### src/rtl/ppbuf_pkg.sv
package ppbuf_pkg;
    typedef enum logic [1:0] {
        RD_IDLE  = 2'd0,
        RD_SHIFT = 2'd1,
        RD_DONE  = 2'd2
    } rd_state_e;

    localparam int unsigned NUM_PORTS = 2;
endpackage

### src/rtl/ppbuf_edge_sync.sv
module ppbuf_edge_sync #(
    parameter int unsigned STAGES = 2
) (
    input  logic clk,
    input  logic rst_n,
    input  logic raw,
    output logic rise
);
    typedef struct packed {
        logic [STAGES:0] sh;
    } sync_t;

    sync_t s_d, s_q;

    always_comb begin
        s_d    = s_q;
        s_d.sh = {s_q.sh[STAGES-1:0], raw};
    end

    always_ff @(posedge clk or negedge rst_n) begin
        if (!rst_n) s_q <= '0;
        else        s_q <= s_d;
    end

    assign rise = s_q.sh[STAGES-1] & ~s_q.sh[STAGES];
endmodule

### src/rtl/ppbuf_reader.sv
module ppbuf_reader
    import ppbuf_pkg::*;
#(
    parameter int unsigned FRAME_BITS = 32,
    parameter int unsigned SYNC_STAGES = 2
) (
    input  logic                        clk,
    input  logic                        rst_n,
    input  logic                        req,
    input  logic                        rclk_raw,
    input  logic [1:0][FRAME_BITS-1:0]  banks,
    input  logic                        sel_next,
    input  logic                        vld_next,
    output logic                        sdo,
    output logic                        done,
    output logic                        busy
);
    localparam int unsigned IDX_W = $clog2(FRAME_BITS);
    localparam logic [IDX_W-1:0] LAST_IDX = IDX_W'(FRAME_BITS - 1);

    typedef struct packed {
        rd_state_e        st;
        logic [IDX_W-1:0] ptr;
        logic             sel;
        logic             vld;
    } rd_t;

    rd_t  r_d, r_q;
    logic edge_seen;

    ppbuf_edge_sync #(.STAGES(SYNC_STAGES)) i_sync (
        .clk  (clk),
        .rst_n(rst_n),
        .raw  (rclk_raw),
        .rise (edge_seen)
    );

    always_comb begin
        r_d = r_q;
        case (r_q.st)
            RD_IDLE: begin
                if (req) begin
                    r_d.st  = RD_SHIFT;
                    r_d.ptr = '0;
                    r_d.sel = sel_next;
                    r_d.vld = vld_next;
                end
            end
            RD_SHIFT: begin
                if (!req) begin
                    r_d.st = RD_IDLE;
                end else if (edge_seen) begin
                    if (r_q.ptr == LAST_IDX) r_d.st  = RD_DONE;
                    else                     r_d.ptr = r_q.ptr + 1'b1;
                end
            end
            RD_DONE: begin
                if (!req) r_d.st = RD_IDLE;
            end
            default: r_d.st = RD_IDLE;
        endcase
    end

    always_ff @(posedge clk or negedge rst_n) begin
        if (!rst_n) r_q <= '{st: RD_IDLE, ptr: '0, sel: 1'b0, vld: 1'b0};
        else        r_q <= r_d;
    end

    assign sdo  = (r_q.st == RD_SHIFT && r_q.vld) ? banks[r_q.sel][r_q.ptr] : 1'b0;
    assign done = (r_q.st == RD_DONE);
    assign busy = (r_q.st == RD_SHIFT);

    // done releases one cycle after the request drops
    assert_done_release_R7: assert property (@(posedge clk) disable iff (!rst_n)
        (done && !req) |=> !done);
    // a held request keeps done and never restarts the readout
    assert_no_rerun_R7: assert property (@(posedge clk) disable iff (!rst_n)
        (done && req) |=> done);
    // the bank a reader follows does not move while it shifts
    assert_sel_stable_R9: assert property (@(posedge clk) disable iff (!rst_n)
        (busy && req) |=> $stable(r_q.sel));
endmodule

### src/rtl/frame_pingpong_store.sv
module frame_pingpong_store
    import ppbuf_pkg::*;
#(
    parameter int unsigned FRAME_BITS = 32,
    parameter int unsigned SYNC_STAGES = 2,
    localparam int unsigned IDX_W = $clog2(FRAME_BITS)
) (
    input  logic             clk,
    input  logic             rst_n,
    input  logic             wr_en,
    input  logic [IDX_W-1:0] wr_idx,
    input  logic             wr_bit,
    input  logic             wr_commit,
    input  logic             wr_err,
    input  logic             log_req,
    input  logic             log_rclk,
    output logic             log_sdo,
    output logic             log_done,
    input  logic             mtr_req,
    input  logic             mtr_rclk,
    output logic             mtr_sdo,
    output logic             mtr_done
);
    typedef struct packed {
        logic [1:0][FRAME_BITS-1:0] bank;
        logic                       wsel;
        logic                       valid;
        logic                       pend;
        logic                       bad;
        logic                       wkeep;
    } st_t;

    st_t s_d, s_q;

    logic [NUM_PORTS-1:0] req_v, rclk_v, sdo_v, done_v, busy_v;
    logic                 swap_now;

    assign req_v  = {mtr_req, log_req};
    assign rclk_v = {mtr_rclk, log_rclk};

    assign swap_now = s_q.pend && (busy_v == '0);

    always_comb begin
        s_d       = s_q;
        s_d.wkeep = wr_commit;
        if (!s_q.pend) begin
            if (wr_en)  s_d.bank[s_q.wsel][wr_idx] = wr_bit;
            if (wr_err) s_d.bad = 1'b1;
            if (wr_commit && !s_q.wkeep) begin
                s_d.pend = !(s_q.bad || wr_err);
                s_d.bad  = 1'b0;
            end
        end
        if (swap_now) begin
            s_d.wsel  = ~s_q.wsel;
            s_d.valid = 1'b1;
            s_d.pend  = 1'b0;
        end
    end

    always_ff @(posedge clk or negedge rst_n) begin
        if (!rst_n) s_q <= '0;
        else        s_q <= s_d;
    end

    for (genvar p = 0; p < NUM_PORTS; p++) begin : g_port
        ppbuf_reader #(
            .FRAME_BITS (FRAME_BITS),
            .SYNC_STAGES(SYNC_STAGES)
        ) i_reader (
            .clk     (clk),
            .rst_n   (rst_n),
            .req     (req_v[p]),
            .rclk_raw(rclk_v[p]),
            .banks   (s_q.bank),
            .sel_next(~s_d.wsel),
            .vld_next(s_d.valid),
            .sdo     (sdo_v[p]),
            .done    (done_v[p]),
            .busy    (busy_v[p])
        );
    end

    assign log_sdo  = sdo_v[0];
    assign log_done = done_v[0];
    assign mtr_sdo  = sdo_v[1];
    assign mtr_done = done_v[1];

    // no swap while a reader is shifting
    assert_swap_waits_R9: assert property (@(posedge clk) disable iff (!rst_n)
        (busy_v != '0) |=> $stable(s_q.wsel));
    // an erroneous frame never reaches the pending state
    assert_err_veto_R4: assert property (@(posedge clk) disable iff (!rst_n)
        (!s_q.pend && wr_commit && !s_q.wkeep && (wr_err || s_q.bad)) |=> !s_q.pend);
    // once a good frame exists it stays valid
    assert_valid_sticky_R3: assert property (@(posedge clk) disable iff (!rst_n)
        s_q.valid |=> s_q.valid);
    // storage frozen while a swap is pending
    assert_hold_while_pending_R11: assert property (@(posedge clk) disable iff (!rst_n)
        s_q.pend |=> $stable(s_q.bank));
    // a held commit level cannot raise a second pending swap
    assert_single_commit_R5: assert property (@(posedge clk) disable iff (!rst_n)
        (s_q.wkeep && wr_commit && !s_q.pend) |=> !s_q.pend);
endmodule

### config.mk
export PLATFORM = sky130hd
export DESIGN_NAME = frame_pingpong_store
export DESIGN_NICKNAME = d
export VERILOG_FILES = /design/src/rtl/ppbuf_pkg.sv /design/src/rtl/ppbuf_edge_sync.sv /design/src/rtl/ppbuf_reader.sv /design/src/rtl/frame_pingpong_store.sv
export SDC_FILE = /design/constraint.sdc
export NUM_CORES = 1
export LEC_CHECK = 0
export ABC_AREA = 1
export BUFFER_PORTS_ARGS = -buffer_cell sky130_fd_sc_hd__buf_2
export CAP_MARGIN = 20
export CORE_UTILIZATION = 35
export CTS_CLUSTER_DIAMETER = 60
export DETAILED_ROUTE_END_ITERATION = 16
export PLACE_DENSITY_LB_ADDON = 0.1
export SETUP_SLACK_MARGIN = 0.3
export SYNTH_ARGS = -nofsm -noshare
export SYNTH_HDL_FRONTEND = slang
export SYNTH_SLANG_ARGS = --single-unit
### constraint.sdc
create_clock -name clk -period 2.1 [get_ports clk]
set_input_delay 0.315 -clock clk [delete_from_list [all_inputs] [get_ports clk]]
set_output_delay 0.315 -clock clk [all_outputs]
set_load 0.01 [all_outputs]
Word-level counts from Yosys, hierarchy flattened
Index checks and enable logic that the tools add are counted.
- bits in registers: 93
- input port bits: 15
- word-level logic and storage cells: 114
- magnitude comparators: 8
- mux-type cells: 37
- reductions and logical operators: 23
- add/sub/neg operators: 2
- bitwise gates (word level): 7
- eq/ne operators: 20
- operators with widths (operator ; count):
    $mux 32 ; 5
    $bwmux 64 ; 1
    $demux 32 s1 ; 1
    $mux 5 ; 4
    $ne 2x2->1 const B ; 10
    $pmux 5 s2 ; 2
    $lt 5x6->1 const B ; 3
    $mux 9 ; 2
    $mux 2 ; 8
    $mux 7 ; 2
    $ne 3x3->1 const B ; 4
    $pmux 2 s3 ; 2
    $add 5x1->5 const B ; 2
    $bmux 1 s5 ; 2
    $eq 5x5->1 const B ; 2
    $reduce_and 5->1 ; 2
    $reduce_and 2->1 ; 4
    $reduce_and 4->1 ; 2
    $logic_and 1x1->1 ; 6
    $logic_not 2->1 ; 3
    $lt 1x2->1 const B ; 3
    $mux 1 ; 6
    $reduce_bool 2->1 ; 3
    $demux 1 s5 ; 1
    9 further kinds ; 17

Depth between registers and ports, before layout
Gate-level depths: netlist (run 1).
- word-level depth: 8
- gate-level depth with buffers: 12

By module
A second synthesis (run 1) with hierarchy kept.
- cells, all modules: 823
- area total of the unflattened synthesis: 5630.4 um^2
- by module, submodules not included (module ; area each (um^2) ; times used ; cells an instance):
    frame_pingpong_store ; 3220.6 ; 1 ; 413
    ppbuf_reader ; 1119.8 ; 2 ; 200
    ppbuf_edge_sync ; 85.1 ; 2 ; 5

Worst setup path before layout (run 1)
OpenSTA, ideal clock, no wires.
- path type: reg-to-output
- from: register g_port[0].i_reader.r_q[1] (netlist name)
- to: output port log_sdo
- cell stages (with the launch flop): 12
- slack: 0.498 ns
- arrival: 1.287 ns
- cell sequence: dfrtp_1 > buf_6 > inv_4 > buf_6 > nand2_1 > nand3_1 > nand2_1 > a21oi_1 > nor2_1 > nand2_1 > nand3_1 > a21oi_1
- cells in the longest elaborated chain, start to end: 5
- RTL lines (element ; RTL line ; text):
    start, declared ; ppbuf_reader.sv:28 ; rd_t r_d, r_q;
    start signal, assigned ; ppbuf_reader.sv:65 ; if (!rst_n) r_q <= '{st: RD_IDLE, ptr: '0, sel: 1'b0, vld: 1'b0};
    start signal, assigned ; ppbuf_reader.sv:66 ; else r_q <= r_d;
    $mux 32 (implied by the code) (2 in a row) ; ppbuf_reader.sv:69 ; assign sdo = (r_q.st == RD_SHIFT && r_q.vld) ? banks[r_q.sel][r_q.ptr] : 1'b0;
    $bmux 1 s5 ; ppbuf_reader.sv:69 ;
    $mux 1 (implied by the code) ; ppbuf_reader.sv:69 ;
    $mux 1 ; ppbuf_reader.sv:69 ;
    end, declared ; frame_pingpong_store.sv:17 ; output logic log_sdo,
Every way passes these cells. The select of a mux whose other input is x is not followed.

Worst setup path after layout (run 1)
Same ends and word-level chain as after synthesis.

==> flow_metrics.py, run 1 <==
metrics = {
    "sta": {
        "finalWorstSetupSlack_ns": -0.127,
        "hold_viol_final": 0,
        "report.final.slew_viol_count": 0,
        "rsz0062_at_grt": "true",
        "maxSlewHeadroom_pct": 63.2,
        "fmax_mhz": 449,
        "whs_ns": 0.0670,
        "fin_setup_tns_ns": -0.249,
        "setup_viol": 2,
        "worst_pin_slew_ns": 0.549,
        "fin_crit_ns": 2.23,
        "skew_ns": 0.00680,
        "period_share_pct": 106,
    },
    "floorplanning": {
        "io-pin-count": 19,
        "chipHeight_um": 126,
        "dieArea_um2": 15900,
        "core_area_um2": 14800,
        "start_util_pct": 36.4,
        "num_rows": 44,
        "die_width_um": 126,
    },
    "global_routing": {
        "grt_max_degree": 51,
        "gr-usage-met1_pct": 31.2,
        "grt.met3_usage_pct": 4.29,
        "grt_pass1_vias": 5004,
        "track_usage_pct": 22.5,
        "grt_pass1_wl_um": 27700,
        "overflow": 0,
        "top_usage_layer": "met2",
        "antenna_found_initial": 0,
        "globalRouteMet2Util_pct": 35.6,
    },
    "layout": {
        "diodes": 0,
        "area_growth_pct": 20.1,
        "nFillCells": 1502,
        "nets": 789,
        "drive_above_1_share_pct": 16.3,
        "instances_no_fill": 959,
    },
    "critical_path": {
        "cp_max_fo": 7,
        "r2r_slack_ns": 0.32,
        "r2r_start": "g_port[0].i_reader.r_q[2]",
        "worstPathArrival_ns": 1.91,
        "cp-startpoint": "g_port[0].i_reader.r_q[1]",
        "crit_end": "log_sdo",
        "cp_slowest_cell": "dfrtp_2",
        "setup.worst_path.class": "reg -> out",
        "worstPathCellList": "buf_12 > buf_12 > nand2_4 > nand3_2 > nand2_2 > nand2_2 > nand2_1 > nor2_1 > nand2_1 > nand3_2 > a21oi_2 > buf_2",
        "crit_required_ns": 1.78,
        "start_kind": "flop",
        "max_stage_delay_ns": 0.44,
        "ff2ff_path_depth": 10,
        "end_kind": "output pin",
        "timing.rr.end": "g_port[0].i_reader.r_q[5]",
    },
    "min_path": {
        "hp-class": "in -> reg",
        "holdPathStages": 1,
    },
    "placement": {
        "dp_hpwl_um": 11600,
        "gp_congestion": 0.924,
        "place_ws_ns": 0.160,
        "io_buffers": 18,
        "place_inst": 925,
    },
    "synth": {
        "ys_seq_area_share_pct": 43.3,
        "async_reset_ff_share_pct": 100,
        "yosysWarnings": 0,
        "ys_top_cells_by_count": "nand2_1 (172), dfrtp_1 (93), nand3_1 (84)",
        "avgSynthCellArea_um2": 7.22,
        "synthDistinctLibCells": 26,
        "synth_area_leader_cell": "dfrtp_1",
        "yosys_register_bits": 93,
        "synthCells": 744,
        "yosys-top-cells-area": "dfrtp_1 (43%), nand2_1 (12%), nand3_1 (7.8%)",
        "synth_top_area_share_pct": 43.3,
        "synth_edf_count": 0,
        "synth_most_common_cell": "nand2_1",
        "synth_fp_nets": 763,
        "synthFlopType": "dfrtp_1",
        "syn-cell-area_um2": 5370,
    },
    "clocking": {
        "clkSinkCount": 93,
        "cts_max_level": 3,
        "clockRootBuffer": "clkbuf_16",
        "clk_latency_ns": 0.35,
        "cts_buffer_depth": 2,
        "clkSlewWorstSetupHoldPaths_ns": 0.07,
        "numCtsBuffers": 9,
        "cts_tree": "done",
    },
    "drt": {
        "viasPerCell": 5.45,
        "vias": 5223,
        "post-route-drc-count": 0,
        "drt-initial-drc-count": 449,
        "ant_nets": 0,
        "dr.pass1.iters": 5,
        "wl_per_cell_um": 17.8,
        "routed_wl_um": 17000,
    },
    "run": {
        "drv_cap": 0,
    },
    "status": {
        "violations": "setup timing",
        "run_status": "finished with violations",
    },
    "power_and_ir_drop": {
        "p_leak_uw": 0.00298,
        "power_density_nw_per_um2": 1300,
        "peakVddDrop_mv": 0.586,
    },
}
[through the flow]
stage	utilization, %	total power, µW	cell area [µm²]
6_report	43.8	8370	6450
5_1_grt	43.8	8990	6450
4_1_cts	41.7	7980	6150
3_5_place_dp	38.3	5870	5650
3_3_place_gp	38.3	5840	5650
2_1_floorplan	-	4990	5370
[worst min path at each step]
stage | from | to | slack [ns]
2_1_floorplan | rst_n | g_port[0].i_reader.i_sync.s_q[0] | 0.02
3_3_place_gp | rst_n | s_q[31] | 0.26
3_5_place_dp | rst_n | s_q[31] | 0.27
4_1_cts | log_rclk | g_port[0].i_reader.i_sync.s_q[0] | 0.05
5_1_grt | mtr_rclk | g_port[1].i_reader.i_sync.s_q[0] | 0.05
6_report | log_rclk | g_port[0].i_reader.i_sync.s_q[0] | 0.07
[sequential cells by signal (all words and copies together) (netlist names)]
register and flops:
s_q 69, g_port.i_reader.r_q 18, g_port.i_reader.i_sync.s_q 6
[layer usage]
layer	share of wire, %	up-vias
li1	-	2529
met2	46	172
met4	2.0	0
met5	0	-
met3	5.5	25
met1	46	2497
[critical path, delay by kind of cell, from the launching register on]
kind,cells,cell delay (ns)
AND/OR/NAND/NOR,8,0.55
buffers and inverters,3,0.45
flip-flops,1,0.44
AO/OA/AOI/OAI,1,0.13
[report_power, final]
| group | switching (µW) | internal [µW] | total [µW] |
|---|---|---|---|
| registers | 565 | 2380 | 2940 |
| clock network | 766 | 945 | 1710 |
| logic | 2210 | 1510 | 3720 |
| total | 3540 | 4830 | 8370 |
[cells in the final DEF, fill, tap and decap left out, drive strengths merged, types with 2 or more instances in the layout]
cell type	count
nor3	4
xor2	2
nor2	82
o21ai	38
nand2	172
dfrtp	93
clkbuf	13
or2	2
ha	4
buf	46
clkinv	4
a31oi	54
nand3	84
o211ai	4
inv	85
a21oi	83
[cell type report]
cell class | instances | area, µm² | share of cell area, %
Sequential cell | 93 | 2330 | 36.2
Clock buffer | 9 | 225 | 3.49
Multi-Input combinational cell | 530 | 2640 | 40.9
Clock inverter | 7 | 82.6 | 1.28
Tap cell | 184 | 230 | 3.57
Timing Repair Buffer | 52 | 602 | 9.32
Inverter | 84 | 338 | 5.23
[cells by family (layout without fill, tap and decap cells)]
logic type                 count (synthesis)  count (layout)  share of synthesized area, %
and+or+nand+nor                          345             345                          26.8
AOI/OAI and AO/OA                        179             179                          18.1
buffers and inverters                    121             152                          10.5
DFF                                       93              93                          43.3
adders and majority gates                  4               4                         0.931
xor gates and xnor gates                   2               2                         0.326
[what timing repair did]
action	in CTS	in global routing
pin swaps	4	14
setup buffers	1	10
hold endpoints to repair	26	0
setup endpoints to repair	3	28
resized for setup	37	40
cloned	2	4
hold buffers	1	0
No activity file was read; power rests on OpenSTA's default activity.
==> run 2: changes to the inputs <==
GPL_TIMING_DRIVEN = 0   (was unset)
==> run 2 against run 1 <==
  * The flow still finishes with violations (setup timing)
  * Register-to-register slack got worse by 0.03 ns
  * Maximum frequency grew 0.41%
  * Routed wire length grew 17%
  * Worst hold slack lost 0.0064 ns
  * Power up 5.7%
  * Sequential power about the same
  * Core utilization rose by 1.0 points
  * Clock skew fell by 0.0011 ns
==> flow_metrics.py, run 2 (synthesis results as in run 1) <==
metrics = {
    "clocking": {
        "clkSlewWorstSetupHoldPaths_ns": 0.07,
        "cts_buffer_depth": 2,
        "clockRootBuffer": "clkbuf_16",
        "clk_latency_ns": 0.36,
        "clkSinkCount": 93,
        "numCtsBuffers": 9,
        "cts_tree": "done",
        "cts_max_level": 3,
    },
    "sta": {
        "whs_ns": 0.0607,
        "fmax_mhz": 451,
        "setup_viol": 2,
        "fin_crit_ns": 2.22,
        "period_share_pct": 106,
        "skew_ns": 0.00567,
        "finalWorstSetupSlack_ns": -0.118,
        "worst_pin_slew_ns": 0.694,
        "maxSlewHeadroom_pct": 53.8,
        "report.final.slew_viol_count": 0,
        "hold_viol_final": 0,
        "rsz0062_at_grt": "true",
    },
    "floorplanning": {
        "dieArea_um2": 15900,
        "start_util_pct": 36.4,
        "chipHeight_um": 126,
        "die_width_um": 126,
        "num_rows": 44,
        "core_area_um2": 14800,
        "io-pin-count": 19,
    },
    "critical_path": {
        "setup.worst_path.class": "reg -> out",
        "r2r_start": "g_port[0].i_reader.r_q[3]",
        "start_kind": "flop",
        "crit_required_ns": 1.78,
        "end_kind": "output pin",
        "worstPathArrival_ns": 1.90,
        "cp_max_fo": 7,
        "cp-startpoint": "g_port[1].i_reader.r_q[1]",
    },
    "drt": {
        "drt-initial-drc-count": 506,
        "post-route-drc-count": 0,
        "viasPerCell": 5.58,
        "wl_per_cell_um": 20.3,
        "vias": 5488,
        "ant_nets": 0,
        "routed_wl_um": 20000,
        "dr.pass1.iters": 7,
    },
    "layout": {
        "area_growth_pct": 22.9,
        "layout_common_cells": "nand2_1 (161), dfrtp_1 (89), a21oi_1 (76)",
        "diodes": 0,
        "top_regs": "s_q (69), g_port.i_reader.r_q (18), g_port.i_reader.i_sync.s_q (6)",
        "nets": 815,
        "drive_above_1_share_pct": 18.6,
        "regMostFlops": "s_q",
        "utilization_pct": 44.8,
        "largest_reg_flops": 69,
        "final_common_cell": "nand2_1",
    },
    "power_and_ir_drop": {
        "comb_power_share_pct": 46.8,
        "p_sw_uw": 3770,
        "peakVddDrop_mv": 0.696,
        "p_leak_uw": 0.00309,
        "swShare_pct": 42.7,
        "seqPwrFrac_pct": 33.1,
        "p_int_uw": 5070,
        "power_density_nw_per_um2": 1340,
        "pwr-share-clk_pct": 20.1,
    },
    "min_path": {
        "min_from": "log_rclk",
        "hp-class": "in -> reg",
    },
    "status": {
        "run_status": "finished with violations",
        "violations": "setup timing",
    },
    "global_routing": {
        "overflow": 0,
        "track_usage_pct": 26.2,
        "grt_max_degree": 51,
        "grt_pass1_wl_um": 30800,
        "antenna_found_initial": 0,
        "grt_pass1_vias": 5221,
    },
    "placement": {
        "place_ws_ns": -0.00644,
        "gp_congestion": 0.938,
        "dp_hpwl_um": 13900,
        "io_buffers": 18,
    },
    "run": {
        "drv_cap": 0,
    },
}
[run 2: timing repair]
action	4_1_cts	5_1_grt
hold buffers	1	0
setup buffers	13	4
endpoints found under the setup margin	4	9
endpoints found under the hold margin	1	0
cloned	3	1
gates resized for setup	76	33
pin swaps	23	14
[run 2: layout make-up]
cell class                 instances  area [µm²]
fill                            1491        8150
multi-input combinational        530        2670
sequential                        93        2330
timing repair buffer              41         370
buffer                            37         347
inverter                          84         340
clock buffer                      11         243
tap                              184         230
clock inverter                     4        72.6
[run 2: worst paths after layout]
kind,to,slack [ns],cells after the start
setup reg to reg,g_port[0].i_reader.r_q[5],0.29,11
min in group asynchronous,s_q[19],0.52,2
hold / removal,g_port[0].i_reader.i_sync.s_q[0],0.06,1
max in group asynchronous,s_q[68],0.92,3
setup / recovery,mtr_sdo,-0.12,10
hold reg to reg,g_port[1].i_reader.i_sync.s_q[1],0.36,0
[run 2: power by group through the flow]
stage               sequential, µW  clock (µW)  combinational, µW
floorplan                     2720           0               2270
global placement              2920           0               3220
detailed placement            2930           0               3260
CTS                           2900        1810               3910
global route                  2990        1870               4490
finish                        2930        1780               4140
[run 2: critical path, stage by stage (launching register included)]
cell,delay (ns)
dfrtp_1,0.35
buf_8,0.17
inv_8,0.05
buf_8,0.14
buf_4,0.13
o211ai_1,0.20
a21oi_2,0.09
nor2_2,0.16
nor2_2,0.05
nor2_1,0.07
buf_2,0.13
[run 2: metal layers]
layer / vias to the layer above / GRT usage, % / wire length, µm
met5: - / 0 / 0
met4: 0 / 9.92 / 590
met3: 38 / 6.41 / 1670
met2: 217 / 40.7 / 9050
met1: 2644 / 35.2 / 8650
li1: 2589 / - / -
[run 2: through the flow]
step | cells | total power, µW | cell area, µm² | setup TNS, ns
after floorplan | 744 | 4990 | 5370 | 0
after global placement | 946 | 6140 | 5690 | -23.90
after detailed placement | 947 | 6200 | 5720 | -0.00644
after CTS | 979 | 8630 | 6450 | -0.210
after global routing | 984 | 9350 | 6610 | -0.429
final | 984 | 8850 | 6610 | -0.229
==> run 3: changes to the inputs <==
GPL_TIMING_DRIVEN = unset   (was 0)
TNS_END_PERCENT = 10   (was unset)
==> run 3 against run 2 <==
  * The run still ends with setup timing left
  * Maximum frequency fell by 0.46%
  * Critical endpoint is now log_sdo
  * Highest routed layer unchanged
  * Combinational power fell by 12%
  * Sequential share of layout area rose by 1.4 points
  * Power fell by 6.1%
  * Via count fell by 5.1%
==> flow_metrics.py, run 3 (synthesis results as in run 1) <==
metrics = {
    "status": {
        "run_status": "finished with violations",
        "violations": "setup timing",
    },
    "sta": {
        "rsz0062_at_grt": "true",
        "report.final.slew_viol_count": 0,
        "maxSlewHeadroom_pct": 63.4,
        "fin_crit_ns": 2.23,
        "whs_ns": 0.0646,
        "finalWorstSetupSlack_ns": -0.128,
        "worst_pin_slew_ns": 0.546,
        "skew_ns": 0.00700,
        "setup_viol": 2,
        "hold_viol_final": 0,
        "period_share_pct": 106,
        "fmax_mhz": 449,
    },
    "global_routing": {
        "gr-usage-met1_pct": 31.2,
        "grt_pass1_wl_um": 27600,
        "top_usage_layer": "met2",
        "track_usage_pct": 22.5,
        "grt_max_degree": 51,
        "grt.met3_usage_pct": 4.46,
        "grt_pass1_vias": 4990,
        "overflow": 0,
        "globalRouteMet2Util_pct": 35.5,
        "antenna_found_initial": 0,
    },
    "clocking": {
        "clkSinkCount": 93,
        "cts_max_level": 3,
        "numCtsBuffers": 9,
        "clkSlewWorstSetupHoldPaths_ns": 0.07,
        "cts_tree": "done",
        "cts_buffer_depth": 2,
        "clk_latency_ns": 0.35,
        "clockRootBuffer": "clkbuf_16",
    },
    "layout": {
        "utilization_pct": 43.1,
        "instances_no_fill": 949,
        "layout_common_cells": "nand2_1 (163), dfrtp_1 (87), a21oi_1 (79)",
        "nets": 779,
        "area_growth_pct": 18.3,
        "top_regs": "s_q (69), g_port.i_reader.r_q (18), g_port.i_reader.i_sync.s_q (6)",
        "diodes": 0,
        "final_common_cell": "nand2_1",
        "regMostFlops": "s_q",
        "drive_above_1_share_pct": 14.5,
        "fin_area_um2": 6360,
        "largest_reg_flops": 69,
    },
    "critical_path": {
        "worstPathCellList": "buf_12 > inv_16 > nand2_1 > nand3_1 > nand2_1 > nand2_1 > nand2_1 > nor2_2 > nand2_2 > nand3_2 > a21oi_2 > buf_2",
        "cp_max_fo": 25,
        "path_delay_family": "simple AND/OR/NAND/NOR gates",
        "max_stage_delay_ns": 0.44,
        "setup.worst_path.class": "reg -> out",
        "critPathBufInv": 3,
        "start_kind": "flop",
        "cp_slowest_cell": "dfrtp_2",
        "worstPathArrival_ns": 1.91,
        "end_kind": "output pin",
        "crit_required_ns": 1.78,
        "r2r_slack_ns": 0.30,
        "cpMostUsedCell": "nand2_1",
    },
    "power_and_ir_drop": {
        "pwr-share-clk_pct": 20.6,
        "p_int_uw": 4770,
        "peakVddDrop_mv": 0.581,
        "comb_power_share_pct": 43.8,
        "swShare_pct": 42.5,
        "power_density_nw_per_um2": 1310,
        "seqPwrFrac_pct": 35.5,
        "p_leak_uw": 0.00293,
        "power_uw": 8310,
        "p_sw_uw": 3530,
    },
    "floorplanning": {
        "start_util_pct": 36.4,
        "chipHeight_um": 126,
        "io-pin-count": 19,
        "num_rows": 44,
        "dieArea_um2": 15900,
        "core_area_um2": 14800,
        "die_width_um": 126,
    },
    "drt": {
        "routed_wl_um": 17000,
        "ant_nets": 0,
        "drt-initial-drc-count": 484,
        "vias": 5207,
        "dr.pass1.iters": 7,
        "wl_per_cell_um": 17.9,
        "viasPerCell": 5.49,
        "post-route-drc-count": 0,
    },
    "placement": {
        "io_buffers": 18,
        "place_inst": 925,
        "placed_area_um2": 5650,
        "gp_congestion": 0.924,
        "dp_hpwl_um": 11600,
    },
    "min_path": {
        "hp-class": "in -> reg",
    },
    "run": {
        "drv_cap": 0,
    },
}
[run 3: cell types whose count changed in the layout (fill, tap and decap cells not counted), moves of 4 or more]
cell,delta
clkbuf_1,-7
buf_2,-7
buf_6,-4
buf_4,-19
buf_12,+4
buf_8,-6
[run 3: area by class of cell]
class | instances | area (µm²)
Fill cell | 1508 | 8400
Multi-Input combinational cell | 530 | 2630
Sequential cell | 93 | 2330
Timing Repair Buffer | 42 | 514
Inverter | 84 | 338
Tap cell | 184 | 230
Clock buffer | 9 | 225
Clock inverter | 7 | 82.6
[run 3: final timing paths]
check | start | endpoint | depth (start not counted)
setup / recovery | g_port[0].i_reader.r_q[1] | log_sdo | 12
hold / removal | log_rclk | g_port[0].i_reader.i_sync.s_q[0] | 1
setup reg to reg | g_port[0].i_reader.r_q[3] | g_port[0].i_reader.r_q[5] | 10
hold reg to reg | g_port[0].i_reader.i_sync.s_q[0] | g_port[0].i_reader.i_sync.s_q[1] | 0
max in group asynchronous | rst_n | g_port[0].i_reader.r_q[1] | 3
min in group asynchronous | rst_n | s_q[31] | 2
[run 3: layer usage]
layer  vias up  routed length [µm]
met5         -                   0
met3        26                 872
li1       2511                   -
met2       170                7770
met4         0                 330
met1      2500                8000
[run 3: power groups by stage]
stage          registers [µW]  clock network, µW  logic [µW]
3_3_place_gp             2940                  0        2900
6_report                 2950               1710        3640
5_1_grt                  3040               1830        4050
2_1_floorplan            2720                  0        2270
4_1_cts                  2930               1760        3280
3_5_place_dp             2940                  0        2930
[run 3: timing repair]
| action | CTS | global route |
|---|---|---|
| resized for setup | 35 | 38 |
| endpoints found under the hold margin | 26 | 0 |
| hold buffers | 1 | 0 |
| buffers inserted | 1 | 0 |
| cloned | 2 | 4 |
| setup endpoints to repair | 3 | 28 |
| pin swaps | 5 | 15 |
[run 3: per-stage QoR]
step	worst slack, ns	TNS, ns
6_report	-0.128	-0.237
3_3_place_gp	0.105	0
3_5_place_dp	0.160	0
4_1_cts	-0.140	-0.272
5_1_grt	-0.242	-0.451
2_1_floorplan	0.498	0
